[config.mk]
export PLATFORM = sky130hd
export DESIGN_NAME = capture_timer
export DESIGN_NICKNAME = d
export VERILOG_FILES = /design/src/rtl/capt_pkg.sv /design/src/rtl/capt_ctrl.sv /design/src/rtl/capt_datapath.sv /design/src/rtl/capture_timer.sv
export SDC_FILE = /design/constraint.sdc
export NUM_CORES = 1
export LEC_CHECK = 0
export ABC_CLOCK_PERIOD_IN_PS = 1700
export BUFFER_PORTS_ARGS = -buffer_cell sky130_fd_sc_hd__buf_2
export CAP_MARGIN = 10
export CORE_MARGIN = 5
export CORE_UTILIZATION = 50
export CTS_CLUSTER_SIZE = 14
export DETAILED_ROUTE_END_ITERATION = 12
export GPL_TIMING_DRIVEN = 0
export PLACE_DENSITY_LB_ADDON = 0.3
export SETUP_SLACK_MARGIN = 0.15
export SYNTH_ARGS = -nofsm -noshare
export SYNTH_HDL_FRONTEND = slang
export SYNTH_SLANG_ARGS = --single-unit
[constraint.sdc]
create_clock -name clk -period 1.7 [get_ports clk]
set_input_delay 0.425 -clock clk [delete_from_list [all_inputs] [get_ports clk]]
set_output_delay 0.425 -clock clk [all_outputs]
set_load 0.05 [all_outputs]
[src/rtl/capt_pkg.sv]
package capt_pkg;
  // Strobes handed from the control module to the datapath each cycle.
  typedef struct packed {
    logic countEn;
    logic capture;
  } capStrobe_t;
endpackage

[src/rtl/capt_ctrl.sv]
module capt_ctrl
  import capt_pkg::*;
#(
  parameter int SYNC_STAGES = 2
) (
  input  logic       clk,
  input  logic       rst_n,
  input  logic       tmrIn,
  input  logic       ctlWr,
  input  logic [1:0] ctlBits,
  input  logic       atReload,
  output capStrobe_t strb,
  output logic       enable,
  output logic       capCause,
  output logic       irq
);
  localparam int LAST = SYNC_STAGES - 1;

  logic             polarity;
  logic [LAST:0]    syncQ;
  logic             lastLvl;
  logic             syncLvl;
  logic             edgeHit;
  logic             reloadHit;

  // Control bits: [0] enable, [1] falling-edge select.
  always_ff @(posedge clk or negedge rst_n) begin
    if (!rst_n) begin
      enable   <= 1'b0;
      polarity <= 1'b0;
    end else if (ctlWr) begin
      enable   <= ctlBits[0];
      polarity <= ctlBits[1];
    end
  end

  // Synchroniser chain followed by one history flop for edge detection.
  always_ff @(posedge clk or negedge rst_n) begin
    if (!rst_n) begin
      syncQ   <= '0;
      lastLvl <= 1'b0;
    end else begin
      syncQ   <= {syncQ[LAST-1:0], tmrIn};
      lastLvl <= syncQ[LAST];
    end
  end

  assign syncLvl   = syncQ[LAST];
  assign edgeHit   = polarity ? (lastLvl & ~syncLvl) : (syncLvl & ~lastLvl);
  assign reloadHit = enable & atReload;

  always_comb begin
    strb.countEn = enable;
    strb.capture = enable & edgeHit;
  end

  // One interrupt pulse per cycle with any event; a capture wins the flag.
  always_ff @(posedge clk or negedge rst_n) begin
    if (!rst_n) begin
      irq      <= 1'b0;
      capCause <= 1'b0;
    end else begin
      irq <= strb.capture | reloadHit;
      if (strb.capture)  capCause <= 1'b1;
      else if (reloadHit) capCause <= 1'b0;
    end
  end
endmodule

[src/rtl/capt_datapath.sv]
module capt_datapath
  import capt_pkg::*;
#(
  parameter int W = 16
) (
  input  logic         clk,
  input  logic         rst_n,
  input  logic         reloadWr,
  input  logic [W-1:0] wrData,
  input  capStrobe_t   strb,
  output logic [W-1:0] countValue,
  output logic [W-1:0] capValue,
  output logic [W-1:0] reloadVal,
  output logic         atReload
);
  localparam logic [W-1:0] WRAP_VALUE   = W'(1);
  localparam logic [W-1:0] RELOAD_RESET = '1;

  assign atReload = (countValue == reloadVal);

  always_ff @(posedge clk or negedge rst_n) begin
    if (!rst_n) reloadVal <= RELOAD_RESET;
    else if (reloadWr) reloadVal <= wrData;
  end

  always_ff @(posedge clk or negedge rst_n) begin
    if (!rst_n) countValue <= WRAP_VALUE;
    else if (strb.countEn) countValue <= atReload ? WRAP_VALUE : countValue + W'(1);
  end

  always_ff @(posedge clk or negedge rst_n) begin
    if (!rst_n) capValue <= '0;
    else if (strb.capture) capValue <= countValue;
  end
endmodule

[src/rtl/capture_timer.sv]
module capture_timer
  import capt_pkg::*;
#(
  parameter int COUNT_WIDTH = 16,
  parameter int SYNC_STAGES = 2
) (
  input  logic                   clk,
  input  logic                   rst_n,
  input  logic                   tmrIn,
  input  logic                   wrEn,
  input  logic                   wrSel,
  input  logic [COUNT_WIDTH-1:0] wrData,
  output logic [COUNT_WIDTH-1:0] countValue,
  output logic [COUNT_WIDTH-1:0] capValue,
  output logic                   capCause,
  output logic                   irq
);
  capStrobe_t             strb;
  logic                   ctrlEnable;
  logic                   atReload;
  logic [COUNT_WIDTH-1:0] reloadVal;
  logic                   ctlWr;
  logic                   reloadWr;

  assign ctlWr    = wrEn & wrSel;
  assign reloadWr = wrEn & ~wrSel;

  capt_ctrl #(.SYNC_STAGES(SYNC_STAGES)) ctrl_i (
    .clk      (clk),
    .rst_n    (rst_n),
    .tmrIn    (tmrIn),
    .ctlWr    (ctlWr),
    .ctlBits  (wrData[1:0]),
    .atReload (atReload),
    .strb     (strb),
    .enable   (ctrlEnable),
    .capCause (capCause),
    .irq      (irq)
  );

  capt_datapath #(.W(COUNT_WIDTH)) dp_i (
    .clk        (clk),
    .rst_n      (rst_n),
    .reloadWr   (reloadWr),
    .wrData     (wrData),
    .strb       (strb),
    .countValue (countValue),
    .capValue   (capValue),
    .reloadVal  (reloadVal),
    .atReload   (atReload)
  );
endmodule

After elaboration in Yosys (flattened, before gate mapping)
Cells that the tools add are included.
{"block": "classes", "add_sub_neg": 1, "n_mul": 0, "div": 0, "magnitude_cmp": 0, "n_eq_ne": 1, "shifts": 0, "n_mux": 4, "n_bitwise": 10, "n_reduce_logical": 1}
{"cell": "adder 16 x 1 -> 16 bit, second input constant", "count": 1}
{"cell": "equality test 16 bit", "count": 1}
{"cell": "2-to-1 mux 16 bit", "count": 1}
{"cell": "AND 1 bit", "count": 6}
{"cell": "2-to-1 mux 1 bit", "count": 3}
{"cell": "inverter 1 bit", "count": 3}
{"cell": "nonzero test 2 bit", "count": 1}
{"cell": "bitwise OR 1 bit", "count": 1}
{"block": "word_totals", "register_bits": 55, "latch_bits": 0, "mem_bits_rw": 0, "mem_bits_ro": 0, "input_bits": 21, "output_inout_bits": 34, "elab_cells": 26, "mem_count": 0}

Depth between registers and ports, before layout
Gate-level depths: netlist of the first run.
{"block": "depth", "word_depth": 5, "depth_mapped": 7}

Modules after synthesis
Synthesis of the first run repeated with hierarchy kept, for this count alone.
{"block": "hier_totals", "hier_cells": 189, "area_unflattened_um2": 2464.9}
{"module": "capt_datapath", "n_inst": 1, "cells_each": 169, "area_each_um2": 2179.6, "seq_area_each_um2": 1222.4}
{"module": "capt_ctrl", "n_inst": 1, "cells_each": 18, "area_each_um2": 269.0, "seq_area_each_um2": 175.2}
{"module": "capture_timer", "n_inst": 1, "cells_each": 2, "area_each_um2": 16.3, "seq_area_each_um2": 0.0}

Least setup slack after synthesis of the first run
No wires, ideal clock.
{"block": "synth_timing", "kind": "register to register", "startpoint": "reg dp_i.countValue[4]", "endpoint": "reg dp_i.countValue[1]", "t_arrival_ns": 1.690, "t_required_ns": 1.580, "path_slack_ns": -0.110, "path_stages_with_launch": 8, "n_path_buf": 2, "synth_period_minus_slack_ns": 1.810, "cell_sequence": "dfrtp_1 -> buf_6 -> xor2_1 -> nor4_2 -> nand3_2 -> nor2_4 -> buf_12 -> nor2_2"}
{"block": "synth_via", "elab_chain_cells": 2}
{"element": "start: declaration", "line_no": "capt_datapath.sv:11", "source": "output logic [W-1:0] countValue,"}
{"element": "start signal: assignment", "line_no": "capt_datapath.sv:28", "source": "else if (strb.countEn) countValue <= atReload ? WRAP_VALUE : countValue + W'(1);"}
{"element": "equality test 16 bit", "line_no": "capt_datapath.sv:19", "source": "assign atReload = (countValue == reloadVal);"}
{"element": "2-to-1 mux 16 bit", "line_no": "capt_datapath.sv:28"}
Every way passes these cells.
A chain may end at the register's enable or synchronous reset.

Final worst setup path of the first run
{"block": "layout_timing", "startpoint": "reg dp_i.reloadVal[12]", "endpoint": "reg dp_i.countValue[2]"}
{"block": "layout_via", "elab_chain_cells": 2}
{"element": "start: declaration", "line_no": "capt_datapath.sv:13", "source": "output logic [W-1:0] reloadVal,"}
{"element": "start signal: assignment", "line_no": "capt_datapath.sv:23", "source": "else if (reloadWr) reloadVal <= wrData;"}
{"element": "equality test 16 bit", "line_no": "capt_datapath.sv:19"}
{"element": "2-to-1 mux 16 bit", "line_no": "capt_datapath.sv:28"}
Every way passes these cells.

==> impl_metrics.json, run 1 <==
{
  "status": "complete, but fails checks",
  "violations": "negative hold slack",
  "syn_nets": 209,
  "io_pins": 55,
  "synth_cell_types": 29,
  "path_delay_family": "simple AND/OR/NAND/NOR gates",
  "viasPerCell": 4.945,
  "fill_cells": 396,
  "setup_slack_ps": 70.46,
  "required_ps": 1910,
  "final_cell_mix": "buf_2, mux2_2, xor2_1",
  "clkSinkCount": 55,
  "ant_nets": 0,
  "finalPower_mw": 3.977,
  "grtUsageTotal_pct": 15.68,
  "area_growth_pct": 24.73,
  "holdWs_ps": -0.3588,
  "htreeDepth": 2,
  "port_buffers": 54,
  "syn_area_per_cell_um2": 13.09,
  "dp_hpwl_mm": 3.320,
  "synth_seq_cells": 55,
  "relSlewSlack_pct": 75.41,
  "critical_path_buf_inv_count": 1,
  "skew_ps": 6.023,
  "hold_viol_final": 3,
  "regArea_um2": 1418,
  "critical_path.max_stage_delay_ps": 550,
  "drv_slew": 0,
  "fmax_ghz": 0.6137,
  "cp-end-kind": "flop",
  "ys_seq_area_share_pct": 57.08,
  "path_depth": 6,
  "dr.pass1.iters": 4,
  "max-cap-violations": 0,
  "setup_violations": 0,
  "worstSetupPathType": "flop to flop",
  "rsz0062_at_grt": "yes",
  "p_per_area_nw_per_um2": 1302,
  "grt_pass1_vias": 1521,
  "netlist_area_um2": 2449,
  "hold_class": "input pin to asynchronous set/reset pin",
  "cts-root-buf": "clkbuf_8",
  "clk_path_buf_depth": 2,
  "synth_warnings": 0,
  "die_w_um": 79.98,
  "die_area_um2": 6397,
  "grt_remaining_overflow": 0,
  "drt_iter0_markers": 65,
  "std_cell_rows": 25,
  "postLayoutCoreUtil_pct": 64.24,
  "p_leak_nw": 1.456,
  "path_cells": "xor2_1 > nor4_2 > nand3_2 > nor2_4 > buf_12 > nor2_2",
  "clk_pin_slew_worst_paths_ps": 90,
  "cts_tree": "yes",
  "synthesis.instances": 187,
  "coreArea_um2": 4755,
  "setup_tns_ps": 0,
  "avgRoutedWirePerCell_um": 14.32,
  "ctsHoldBuffers": 0,
  "period_minus_slack_ps": 1630,
  "nets": 279,
  "routed_wl_mm": 4.655,
  "antenna_found_initial": 0,
  "reg2regPathDepth": 6,
  "vias": 1607,
  "die_h_um": 79.98,
  "start_util_pct": 51.50,
  "tightest_slew_ps": 368.9,
  "cp_data_arrival_time_ps": 1840,
  "place_ws_ps": -59.70,
  "grt_start_max_net_pins": 56,
  "cts_buffers": 5,
  "drc": 0,
  "cp_max_fo": 10,
  "ir_worst_vdd_mv": 0.6084,
  "multi_input_area_um2": 1011,
  "cp_slowest_cell": "dfstp_2",
  "period_share_pct": 95.86,
  "gp_congestion": 0.7255,
  "grt_pass1_wl_mm": 7.665,
  "startpoint_type": "flop",
  "insertion_delay_ps": 310,
  "final_common_cell": "buf_2",
  "drive_gt1_share_pct": 62.02,
  "diodes": 0
}
power by group:
part	switching, mW	total (mW)	internal [mW]
combinational	0.915	1.39	0.470
clock	0.408	0.781	0.373
sequential	0.214	1.81	1.60
cell type report:
class / instances / share of cell area [%]
Tap cell: 67 / 2.745
Clock buffer: 8 / 3.277
Timing Repair Buffer: 63 / 11.96
Multi-Input combinational cell: 122 / 33.10
Sequential cell: 55 / 46.42
Buffer: 8 / 2.253
Inverter: 2 / 0.2458
stage by stage:
step	cell area, um^2	instances
after global routing	3054	325
after floorplan	2490	187
final	3054	325
after global placement	2844	308
after detailed placement	2844	308
after CTS	2977	319
final timing paths:
kind                                    start                 end  slack [ps]
setup / recovery           dp_i.reloadVal[12]  dp_i.countValue[2]          70
hold / removal                          rst_n    dp_i.capValue[2]        -0.4
setup reg to reg           dp_i.reloadVal[12]  dp_i.countValue[2]          70
hold reg to reg               ctrl_i.syncQ[0]     ctrl_i.syncQ[1]         350
max in group asynchronous               rst_n   dp_i.reloadVal[0]        1110
min in group clk                        tmrIn     ctrl_i.syncQ[0]         220
Yosys cell counts:
cell type / n / area [um^2]
a21oi_1: 1 / 5.000
and3_1: 2 / 12.51
and3b_1: 1 / 8.760
buf_12: 1 / 20.02
buf_2: 4 / 20.02
buf_6: 1 / 11.26
clkbuf_1: 1 / 3.750
clkbuf_2: 1 / 5.000
dfrtp_1: 38 / 950.9
dfstp_2: 17 / 446.7
ha_1: 1 / 12.51
inv_1: 2 / 7.510
mux2_2: 33 / 371.6
mux2i_1: 1 / 10.01
nand2_1: 8 / 30.03
nand3_1: 8 / 40.04
nand3_2: 1 / 10.01
nand4_1: 3 / 18.77
nor2_1: 8 / 30.03
nor2_2: 10 / 62.56
nor2_4: 1 / 11.26
nor2b_1: 1 / 6.260
nor3_1: 2 / 10.01
nor3b_1: 2 / 15.01
nor4_1: 2 / 12.51
nor4_2: 2 / 25.02
o21ai_0: 4 / 20.02
xnor2_1: 5 / 43.79
xor2_1: 26 / 227.7
layer usage:
| layer | track usage (%) | share of wire (%) |
|---|---|---|
| met5 | 0 | 0 |
| met4 | 5.068 | 1.4 |
| met3 | 4.853 | 5.8 |
| met2 | 24.92 | 49 |
| met1 | 20.39 | 44 |
kinds of logic after synthesis:
kind of cell             synth area share [%]
buffers and inverters                   2.759
AND/OR/NAND/NOR                         11.96
AO/OA/AOI/OAI                           1.022
flip-flops                              57.08
multiplexers                            15.59
XOR/XNOR                                11.09
adder cells (fa/ha/maj)                0.5109
state kept, by name, indices dropped and copies added, names as in the netlist:
register	flops
ctrl_i.enable	1
dp_i.capValue	16
ctrl_i.lastLvl	1
dp_i.reloadVal	16
dp_i.countValue	16
ctrl_i.polarity	1
ctrl_i.syncQ	2
ctrl_i.capCause	1
ctrl_i.irq	1
repair_timing:
action | in CTS | in global routing
setup buffers | 3 | 5
cloned | 0 | 0
pin swaps | 2 | 4
endpoints found under the setup margin | 29 | 35
resized for setup | 4 | 8
Note: power is estimated with default switching activity, not from simulation.
==> inputs of run 2 (changes only) <==
Settings changed: CORE_ASPECT_RATIO from default to 1.2.
==> impl_metrics.json, run 2 (synthesis results as in run 1) <==
{
  "status": "finished, final reports clean",
  "final_cell_mix": "buf_2, mux2_2, xor2_1",
  "place_area_um2": 2835,
  "drt_iter0_markers": 89,
  "period_minus_slack_ps": 1665,
  "cts_tree": "yes",
  "r2r_slack_ps": 40,
  "cp-end-kind": "flop",
  "cts_buffers": 5,
  "start_util_pct": 50.65,
  "required_ps": 1900,
  "finalPower_mw": 3.926,
  "gp_congestion": 0.7898,
  "ctsHoldBuffers": 0,
  "tightest_slew_ps": 699.4,
  "grt_remaining_overflow": 0,
  "coreArea_um2": 4835,
  "skew_ps": 9.787,
  "die_h_um": 86.66,
  "hold_class": "input pin to asynchronous set/reset pin",
  "rsz0062_at_grt": "yes",
  "timing.rr.end": "dp_i.countValue[1]",
  "nets": 276,
  "relSlewSlack_pct": 53.38,
  "hold_viol_final": 0,
  "routed_wl_mm": 5.038,
  "critical_path.max_stage_delay_ps": 470,
  "insertion_delay_ps": 310,
  "io_pins": 55,
  "area_growth_pct": 25.09,
  "antenna_found_initial": 0,
  "drive_gt1_share_pct": 64.71,
  "dp_hpwl_mm": 3.566,
  "die_area_um2": 6402,
  "grt_start_max_net_pins": 56,
  "drv_slew": 0,
  "dr.pass1.iters": 4,
  "drc": 0,
  "vias": 1636,
  "grtUsageTotal_pct": 16.83,
  "setup_violations": 0,
  "period_share_pct": 97.92,
  "final_common_cell": "buf_2",
  "grt_pass1_wl_mm": 8.073,
  "diodes": 0,
  "grt_pass1_vias": 1665,
  "cp_data_arrival_time_ps": 1860,
  "top_regs": "dp_i.capValue: 16 flops, dp_i.countValue: 16 flops, dp_i.reloadVal: 16 flops",
  "fill_cells": 389,
  "clk_pin_slew_worst_paths_ps": 90,
  "r2r_start": "dp_i.countValue[14]",
  "viasPerCell": 5.194,
  "die_w_um": 73.88,
  "clkSinkCount": 55,
  "p_per_area_nw_per_um2": 1282,
  "clk_path_buf_depth": 2,
  "htreeDepth": 2,
  "port_buffers": 54,
  "worstSetupPathType": "flop to flop",
  "reg2regPathDepth": 6,
  "avgRoutedWirePerCell_um": 15.99,
  "p_leak_nw": 1.441,
  "path_cells": "xor2_1 > nor4_2 > nand3_2 > nor2_4 > buf_12 > nor2_2",
  "cts-root-buf": "clkbuf_8",
  "std_cell_rows": 28,
  "cp_slowest_cell": "dfrtp_2",
  "final_area_um2": 3063,
  "fmax_ghz": 0.6007,
  "ant_nets": 0,
  "ir_worst_vdd_mv": 0.8026,
  "cp_max_fo": 10,
  "max-cap-violations": 0,
  "startpoint_type": "flop"
}
## run 2: cell count changes in the layout (fill, tap and decap cells not counted), moves of 2 or more
cell      before  now
nor2_4         2    4
buf_4         10    4
nor2_2        11   14
clkbuf_8       7    5
nor2_1         6    1
## run 2: worst max path at each step
stage | from | endpoint | cells past startpoint
2_1_floorplan | dp_i.countValue[1] | dp_i.countValue[3] | 6
3_3_place_gp | dp_i.countValue[0] | dp_i.countValue[9] | 6
3_5_place_dp | wrSel | dp_i.reloadVal[10] | 5
4_1_cts | dp_i.countValue[0] | dp_i.countValue[9] | 6
5_1_grt | dp_i.countValue[1] | dp_i.countValue[9] | 6
6_report | dp_i.countValue[14] | dp_i.countValue[1] | 6
## run 2: critical path, delay by kind of cell (launching register included)
family | cells | cell delay, ps
flip-flops | 1 | 470
buffers and inverters | 1 | 170
XOR/XNOR | 1 | 190
AND/OR/NAND/NOR | 4 | 730
## run 2: timing repair
item | CTS | global route
endpoints found under the setup margin | 19 | 32
buffers inserted | 3 | 1
gates cloned | 0 | 1
pin swaps | 7 | 3
gates resized for setup | 6 | 18
## run 2: cell type report
| class | count | area, um^2 | area share [%] |
|---|---|---|---|
| Timing Repair Buffer | 60 | 359.1 | 11.72 |
| Tap cell | 60 | 75.07 | 2.451 |
| Buffer | 8 | 65.06 | 2.124 |
| Inverter | 2 | 7.507 | 0.2451 |
| Multi-Input combinational cell | 122 | 1052 | 34.35 |
| Sequential cell | 55 | 1419 | 46.32 |
| Clock inverter | 2 | 12.51 | 0.4085 |
| Clock buffer | 6 | 72.57 | 2.369 |
## run 2: through the flow
| step | setup slack (ps) | util (%) | instances | setup TNS (ps) | hold slack, ps |
|---|---|---|---|---|---|
| final | 35.41 | 63.35 | 315 | 0 | 151.1 |
| after detailed placement | -41.28 | 58.64 | 301 | -544.0 | 342.0 |
| after CTS | 15.30 | 61.28 | 312 | 0 | 213.9 |
| after global routing | -54.74 | 63.35 | 315 | -571.1 | 202.2 |
| after global placement | -50.41 | 58.64 | 301 | -856.1 | 333.7 |
| after floorplan | 39.18 | - | 187 | 0 | 129.4 |
## run 2: power by group
group	switching (mW)	total (mW)	internal, mW
Sequential	0.209	1.81	1.60
Clock	0.417	0.706	0.289
Combinational	0.936	1.41	0.478
Total	1.56	3.93	2.36
## run 2: routing by layer
layer | GRT usage (%) | vias to the layer above | part of all wire, %
li1 | - | 766 | -
met1 | 20.74 | 823 | 40
met2 | 27.98 | 40 | 52
met3 | 4.756 | 7 | 5.4
met4 | 5.931 | 0 | 2.2
met5 | 0 | - | 0
